$ cat config.mk
export PLATFORM = sky130hd
export DESIGN_NAME = tone_gen
export DESIGN_NICKNAME = d
export VERILOG_FILES = /design/src/rtl/tone_pkg.sv /design/src/rtl/tone_divider.sv /design/src/rtl/tone_ratio_pick.sv /design/src/rtl/tone_match_timer.sv /design/src/rtl/tone_lines.sv /design/src/rtl/tone_gen.sv
export SDC_FILE = /design/constraint.sdc
export NUM_CORES = 2
export LEC_CHECK = 0
export BUFFER_PORTS_ARGS = -buffer_cell sky130_fd_sc_hd__buf_4
export CAP_MARGIN = 10
export CORE_MARGIN = 1.5
export CORE_UTILIZATION = 25
export CTS_CLUSTER_DIAMETER = 200
export DETAILED_ROUTE_END_ITERATION = 10
export GPL_TIMING_DRIVEN = 0
export PLACE_DENSITY = 0.5
export SLEW_MARGIN = 10
export SYNTH_ARGS = -nofsm -noshare
export SYNTH_HDL_FRONTEND = slang
export SYNTH_SLANG_ARGS = --single-unit
$ cat constraint.sdc
create_clock -name clk -period 8.1 [get_ports clk]
set_input_delay 0.81 -clock clk [delete_from_list [all_inputs] [get_ports clk]]
set_output_delay 0.81 -clock clk [all_outputs]
set_load 0.01 [all_outputs]
$ cat src/rtl/tone_pkg.sv
package tone_pkg;

    localparam int N_LEGAL   = 8;
    localparam int SHIFT_W   = 4;
    localparam int PRE_W     = 11;

    typedef enum logic [1:0] {
        ST_IDLE = 2'd0,
        ST_QUOT = 2'd1,
        ST_BUDG = 2'd2,
        ST_RUN  = 2'd3
    } tone_state_t;

    // Legal prescale exponents in ascending order; 5, 7 and 9 are absent.
    function automatic logic [SHIFT_W-1:0] legal_shift(input int idx);
        case (idx)
            0:       legal_shift = 4'd0;
            1:       legal_shift = 4'd1;
            2:       legal_shift = 4'd2;
            3:       legal_shift = 4'd3;
            4:       legal_shift = 4'd4;
            5:       legal_shift = 4'd6;
            6:       legal_shift = 4'd8;
            default: legal_shift = 4'd10;
        endcase
    endfunction

endpackage

$ cat src/rtl/tone_divider.sv
module tone_divider #(
    parameter int W = 41
) (
    input  logic         clk,
    input  logic         rst,
    input  logic         go,
    input  logic [W-1:0] num,
    input  logic [W-1:0] den,
    output logic         done,
    output logic [W-1:0] quot
);
    localparam int CW = $clog2(W + 1);

    logic [W:0]    rem;
    logic [W:0]    shifted;
    logic [W:0]    trial;
    logic [CW-1:0] left;
    logic          running;

    always_comb begin
        shifted = {rem[W-1:0], quot[W-1]};
        trial   = shifted - {1'b0, den};
    end

    // Restoring division, one quotient bit per cycle.
    always_ff @(posedge clk) begin
        if (rst) begin
            rem     <= '0;
            quot    <= '0;
            left    <= '0;
            running <= 1'b0;
            done    <= 1'b0;
        end else begin
            done <= 1'b0;
            if (go) begin
                rem     <= '0;
                quot    <= num;
                left    <= CW'(W);
                running <= 1'b1;
            end else if (running) begin
                if (!trial[W]) begin
                    rem  <= trial;
                    quot <= {quot[W-2:0], 1'b1};
                end else begin
                    rem  <= shifted;
                    quot <= {quot[W-2:0], 1'b0};
                end
                left <= left - 1'b1;
                if (left == CW'(1)) begin
                    running <= 1'b0;
                    done    <= 1'b1;
                end
            end
        end
    end

endmodule

$ cat src/rtl/tone_ratio_pick.sv
module tone_ratio_pick
    import tone_pkg::*;
#(
    parameter int Q_W   = 41,
    parameter int CMP_W = 16
) (
    input  logic [Q_W-1:0]     quot,
    output logic [SHIFT_W-1:0] shift,
    output logic [CMP_W-1:0]   top
);
    localparam logic [Q_W-1:0] TOP_LIM = Q_W'((64'(1) << CMP_W) - 64'(1));

    logic [Q_W-1:0] scaled;
    logic [Q_W-1:0] cand;
    logic           found;

    // First legal exponent whose compare value fits; saturate otherwise.
    always_comb begin
        shift  = SHIFT_W'(10);
        top    = '1;
        found  = 1'b0;
        scaled = '0;
        cand   = '0;
        for (int i = 0; i < N_LEGAL; i++) begin
            scaled = quot >> legal_shift(i);
            cand   = scaled - Q_W'(1);
            if (!found && scaled != '0 && cand <= TOP_LIM) begin
                shift = legal_shift(i);
                top   = CMP_W'(cand);
                found = 1'b1;
            end
        end
    end

endmodule

$ cat src/rtl/tone_match_timer.sv
module tone_match_timer
    import tone_pkg::*;
#(
    parameter int CMP_W = 16
) (
    input  logic               clk,
    input  logic               rst,
    input  logic               run,
    input  logic [SHIFT_W-1:0] shift,
    input  logic [CMP_W-1:0]   top,
    output logic               hit
);
    logic [PRE_W-1:0] pre;
    logic [PRE_W-1:0] span;
    logic [CMP_W-1:0] cnt;
    logic             tick;

    always_comb begin
        span = (PRE_W'(1) << shift) - PRE_W'(1);
        tick = (pre == span);
        hit  = run && tick && (cnt == top);
    end

    always_ff @(posedge clk) begin
        if (rst || !run) begin
            pre <= '0;
            cnt <= '0;
        end else if (tick) begin
            pre <= '0;
            cnt <= (cnt == top) ? '0 : cnt + 1'b1;
        end else begin
            pre <= pre + 1'b1;
        end
    end

endmodule

$ cat src/rtl/tone_lines.sv
module tone_lines #(
    parameter int N_OUT = 4,
    parameter int SEL_W = 2
) (
    input  logic             en,
    input  logic             level,
    input  logic [SEL_W-1:0] sel,
    output logic [N_OUT-1:0] lines
);
    for (genvar g = 0; g < N_OUT; g++) begin : g_line
        assign lines[g] = en && level && (sel == SEL_W'(g));
    end

endmodule

$ cat src/rtl/tone_gen.sv
module tone_gen
    import tone_pkg::*;
#(
    parameter int unsigned BASE_HZ = 48_000_000,
    parameter int          FREQ_W  = 20,
    parameter int          DUR_W   = 20,
    parameter int          CMP_W   = 16,
    parameter int          N_OUT   = 4,
    localparam int         SEL_W   = (N_OUT > 1) ? $clog2(N_OUT) : 1
) (
    input  logic               clk,
    input  logic               rst,
    input  logic               start,
    input  logic [FREQ_W-1:0]  start_freq,
    input  logic [DUR_W-1:0]   start_dur_ms,
    input  logic [SEL_W-1:0]   start_sel,
    input  logic               stop,
    output logic [N_OUT-1:0]   tone_out,
    output logic               busy,
    output logic               active,
    output logic [3:0]         ratio_log2,
    output logic [CMP_W-1:0]   match_top
);
    localparam int DIV_W = FREQ_W + DUR_W + 1;

    tone_state_t        state;
    logic               level;
    logic               forever_q;
    logic [DIV_W-1:0]   budget;
    logic [SEL_W-1:0]   sel_q;
    logic [FREQ_W-1:0]  freq_q;
    logic [DUR_W-1:0]   dur_q;
    logic               div_go;
    logic [DIV_W-1:0]   div_num;
    logic [DIV_W-1:0]   div_den;
    logic               div_done;
    logic [DIV_W-1:0]   div_quot;
    logic [DIV_W-1:0]   quot_safe;
    logic [DIV_W-1:0]   prod;
    logic [SHIFT_W-1:0] pick_shift;
    logic [CMP_W-1:0]   pick_top;
    logic [SHIFT_W-1:0] shift_q;
    logic [CMP_W-1:0]   top_q;
    logic               hit;
    logic               accept;

    assign busy       = (state == ST_QUOT) || (state == ST_BUDG);
    assign active     = (state == ST_RUN);
    assign accept     = start && !busy && (start_freq != '0);
    assign quot_safe  = (div_quot == '0) ? DIV_W'(1) : div_quot;
    assign prod       = DIV_W'(freq_q) * DIV_W'(dur_q) * DIV_W'(2);
    assign ratio_log2 = shift_q;
    assign match_top  = top_q;

    tone_divider #(.W(DIV_W)) u_div (
        .clk  (clk),
        .rst  (rst),
        .go   (div_go),
        .num  (div_num),
        .den  (div_den),
        .done (div_done),
        .quot (div_quot)
    );

    tone_ratio_pick #(.Q_W(DIV_W), .CMP_W(CMP_W)) u_pick (
        .quot  (quot_safe),
        .shift (pick_shift),
        .top   (pick_top)
    );

    tone_match_timer #(.CMP_W(CMP_W)) u_timer (
        .clk   (clk),
        .rst   (rst),
        .run   (active),
        .shift (shift_q),
        .top   (top_q),
        .hit   (hit)
    );

    tone_lines #(.N_OUT(N_OUT), .SEL_W(SEL_W)) u_lines (
        .en    (active),
        .level (level),
        .sel   (sel_q),
        .lines (tone_out)
    );

    always_ff @(posedge clk) begin
        if (rst) begin
            state     <= ST_IDLE;
            level     <= 1'b0;
            forever_q <= 1'b0;
            budget    <= '0;
            sel_q     <= '0;
            freq_q    <= '0;
            dur_q     <= '0;
            div_go    <= 1'b0;
            div_num   <= '0;
            div_den   <= '0;
            shift_q   <= '0;
            top_q     <= '0;
        end else begin
            div_go <= 1'b0;
            if (stop) begin
                state <= ST_IDLE;
                level <= 1'b0;
            end else if (accept) begin
                state   <= ST_QUOT;
                level   <= 1'b0;
                sel_q   <= start_sel;
                freq_q  <= start_freq;
                dur_q   <= start_dur_ms;
                div_go  <= 1'b1;
                div_num <= DIV_W'(BASE_HZ);
                div_den <= DIV_W'(start_freq);
            end else begin
                case (state)
                    ST_QUOT: begin
                        if (div_done) begin
                            shift_q <= pick_shift;
                            top_q   <= pick_top;
                            if (dur_q == '0) begin
                                forever_q <= 1'b1;
                                budget    <= '0;
                                state     <= ST_RUN;
                            end else begin
                                forever_q <= 1'b0;
                                div_go    <= 1'b1;
                                div_num   <= prod;
                                div_den   <= DIV_W'(1000);
                                state     <= ST_BUDG;
                            end
                        end
                    end
                    ST_BUDG: begin
                        if (div_done) begin
                            budget <= div_quot;
                            state  <= ST_RUN;
                        end
                    end
                    ST_RUN: begin
                        if (hit) begin
                            if (forever_q || budget != '0) begin
                                level <= ~level;
                                if (!forever_q) begin
                                    budget <= budget - 1'b1;
                                end
                            end else begin
                                level <= 1'b0;
                                state <= ST_IDLE;
                            end
                        end
                    end
                    default: ;
                endcase
            end
        end
    end

endmodule

==> results by group <==
Critical path
  • Worst path max stage delay: 0.84 ns
  • CP endpoint kind: register
  • CP max FO: 10
  • WP buf/inv: 8
  • Worst-path cell chain: clkbuf_1 -> clkbuf_2 -> inv_1 -> ha_1 -> clkbuf_1 -> nand2b_1 -> clkbuf_1 -> nand2_1 -> clkbuf_1 -> or3_1 -> a2111oi_1 -> o2111ai_1 -> nor4_4 -> buf_2 -> buf_2 -> a21oi_1 -> a221oi_1 -> a32o_1
  • Critical path's most frequent cell: clkbuf_1
  • Crit-path slowest cell: a2111oi_1
  • Worst path top cell family by delay: buffers and inverters
  • CP Class: reg -> reg
  • Critical path data required time: 8.63 ns
  • Critical Path Source Type: register
  • WP data arrival: 8.69 ns

Power
  • Peak VDD IR: 0.153 mV
  • P_leak: 16.9 nW
  • Power, Total: 0.00493 W
  • Power per Cell Area: 129 nW/µm²

Detailed routing
  • Routed Antenna Nets: 0
  • DR iter-0 viols: 3229
  • DRC Markers: 0
  • Vias/cell: 5.31
  • Detailed Route WL: 164000 µm
  • Router iterations before antenna repair: 6
  • Via count: 33644
  • WL/cell: 25.8 µm

Place
  • Inst Count DP: 6261
  • Port Buffers: 71
  • RD Place Congestion: 1.02
  • DPL Wire Length: 129000 µm

Global route
  • Total gr overflow: 0
  • Largest net degree at the start of global routing: 14
  • Initial antenna violation count: 5
  • Total Routing Usage GR: 23.4%
  • First-pass GRT wire length: 236000 µm
  • Vias in the first global route: 33599

Final layout
  • Final net count: 5088
  • Share of post-route cells with drive strength above 1: 5.64%
  • Commonest non-fill, non-tap cell in the layout: nand2_1
  • Area Overhead vs Synth: 12.8%
  • Non-Filler Instances: 6341
  • # fillers: 14936
  • Most frequent cells in the layout: 603 x nand2_1, 425 x inv_1, 366 x nor2_1

Worst hold path
  • Worst Hold Class: in -> reg

Synth
  • Largest area contributor in the netlist: fa_1
  • Post-Syn Instances: 4405
  • Syn Area/Cell: 7.72 µm²
  • Sequential area share after synthesis: 16.8%
  • Ys async rst share: 0%
  • Synth top area cells: fa_1 19%, dfxtp_1 17%, ha_1 7.2%
  • Post-Syn Area: 34000 µm²
  • Proportion of netlist area held by the largest area contributor: 18.9%
  • Number of synthesized register bits: 285
  • EDFF count, synth: 0
  • Syn. warnings: 0
  • Post-synth top flop: dfxtp_1
  • Syn nets: 4969
  • Cell variety after synth: 91

STA
  • Worst-margin pin slew: 1.43 ns
  • Setup TNS: -0.0957 ns
  • Max transition margin: 4.81%
  • Shortest clock period the worst path allows after layout: 8.16 ns
  • Fin. max-slew vios: 0
  • Clock skew: 0.0601 ns
  • Achievable Freq: 123 MHz
  • Hold_ws: 0.404 ns
  • Hold Vio Cnt, Final: 0
  • Crit share post-route: 101%
  • Final setup viols: 2
  • Setup ws final: -0.0626 ns
  • Unrepaired setup endpoints after global routing: no

CTS
  • H-tree levels: 2
  • Clock latency on the worst-skew pair: 0.65 ns
  • Inserted Clock Buffers: 40
  • Worst-path clk slew: 0.07 ns
  • Clock buffer depth: 3
  • CTS tree: done
  • CTS sink count: 285
  • Hold-fix buffers at CTS: 0
  • Root Buffer: clkbuf_16

Floorplan
  • Die H: 372 µm
  • Die X: 372 µm
  • I/O Pins: 72
  • Core ar.: 135000 µm²
  • Row count: 135
  • Initial core utilization: 25.1%
  • Die area: 138000 µm²

Job
  • Max-cap violations: 0

Run status
  • Status: complete, but fails checks
  • Violated checks: setup timing
-- power breakdown --
part	internal, W	switching (W)	total [W]
combinational	0.000527	0.00103	0.00156
clock	0.00110	0.000775	0.00188
sequential	0.00145	0.0000487	0.00149
-- metrics by stage --
step | util [%] | area (µm²) | worst slack [ns]
after global routing | 28.4 | 38400 | 0.0119
after floorplan | - | 34000 | 1.35
after CTS | 28.3 | 38300 | 0.127
after global placement | 27.2 | 36800 | -0.208
after detailed placement | 27.2 | 36900 | -0.209
final | 28.4 | 38400 | -0.0626
-- tightest hold or removal path, cell delays in order --
cell     delay (ns)
buf_4          0.10
nand2_1        0.05
a21oi_1        0.05
-- cell type report --
type / instances / area, µm² / area share, %
plain buffers: 315 / 1270 / 3.31
repair buffers: 77 / 588 / 1.53
inverters: 430 / 1610 / 4.21
flip-flops and latches: 285 / 5710 / 14.9
clock inverters: 17 / 245 / 0.639
clock buffers: 56 / 1150 / 3.00
diodes: 5 / 12.5 / 0.0326
well taps: 1781 / 2230 / 5.81
multi-input cells: 3375 / 25600 / 66.6
-- state kept, by name, summed over array words and instances (netlist names), 16 cells and up --
signal / cells
budget: 41
div_den: 20
div_num: 40
dur_q: 20
freq_q: 20
match_top: 16
u_div.quot: 41
u_div.rem: 41
u_timer.cnt: 16
-- layer usage --
| metal | track usage, % | up-vias | part of all wire (%) |
|---|---|---|---|
| li1 | - | 15115 | - |
| met1 | 30.2 | 16675 | 42 |
| met2 | 37.2 | 1473 | 44 |
| met3 | 4.19 | 377 | 7.5 |
| met4 | 12.0 | 4 | 6.0 |
| met5 | 0 | - | 0.013 |
-- timing repair --
action,4_1_cts,5_1_grt
resized for setup,5,48
pin swaps,0,1
gates cloned,0,0
buffers inserted,0,2
endpoints found under the setup margin,6,24
-- synth_stat cells (all sizes together) (14+ instances only) --
| cell | n |
|---|---|
| nand2 | 603 |
| inv | 427 |
| nor2 | 368 |
| fa | 321 |
| dfxtp | 285 |
| clkbuf | 280 |
| a21oi | 248 |
| ha | 197 |
| xnor2 | 172 |
| o21ai | 162 |
| and2 | 155 |
| nor3 | 121 |
| nor4 | 105 |
| xor2 | 97 |
| nand3 | 91 |
| mux2i | 63 |
| nand4 | 60 |
| a211oi | 48 |
| or3 | 48 |
| a22oi | 46 |
| or4 | 36 |
| buf | 35 |
| and3 | 34 |
| a21o | 29 |
| nand2b | 28 |
| a31oi | 27 |
| nor2b | 21 |
| o31ai | 21 |
| a221oi | 18 |
| o211ai | 17 |
| or2 | 17 |
| o21a | 14 |
-- final timing paths --
kind                                    from                          to  slack, ns  cells after the start
setup / recovery  u_div.quot[6]$_SDFFE_PP0P_  match_top[13]$_SDFFE_PP0P_      -0.06                     18
hold / removal               start_dur_ms[8]       dur_q[8]$_SDFFE_PP0P_       0.40                      3
setup reg to reg  u_div.quot[6]$_SDFFE_PP0P_  match_top[13]$_SDFFE_PP0P_      -0.06                     18
hold reg to reg     div_den[11]$_SDFFE_PP0P_    div_den[11]$_SDFFE_PP0P_       0.45                      2
-- cell families (layout without fill, tap and decap cells) --
| family | count (synthesis) | count (layout) | share of synthesized area (%) |
|---|---|---|---|
| compound gates | 781 | 781 | 14.8 |
| xor+xnor | 269 | 269 | 6.93 |
| fa+ha+maj | 518 | 518 | 26.1 |
| buf+inv | 745 | 895 | 8.38 |
| flops | 285 | 285 | 16.8 |
| mux | 66 | 66 | 1.95 |
| other cells | 0 | 5 | 0 |
| simple gates | 1741 | 1741 | 25.0 |
No activity file was read; power rests on OpenSTA's default activity.
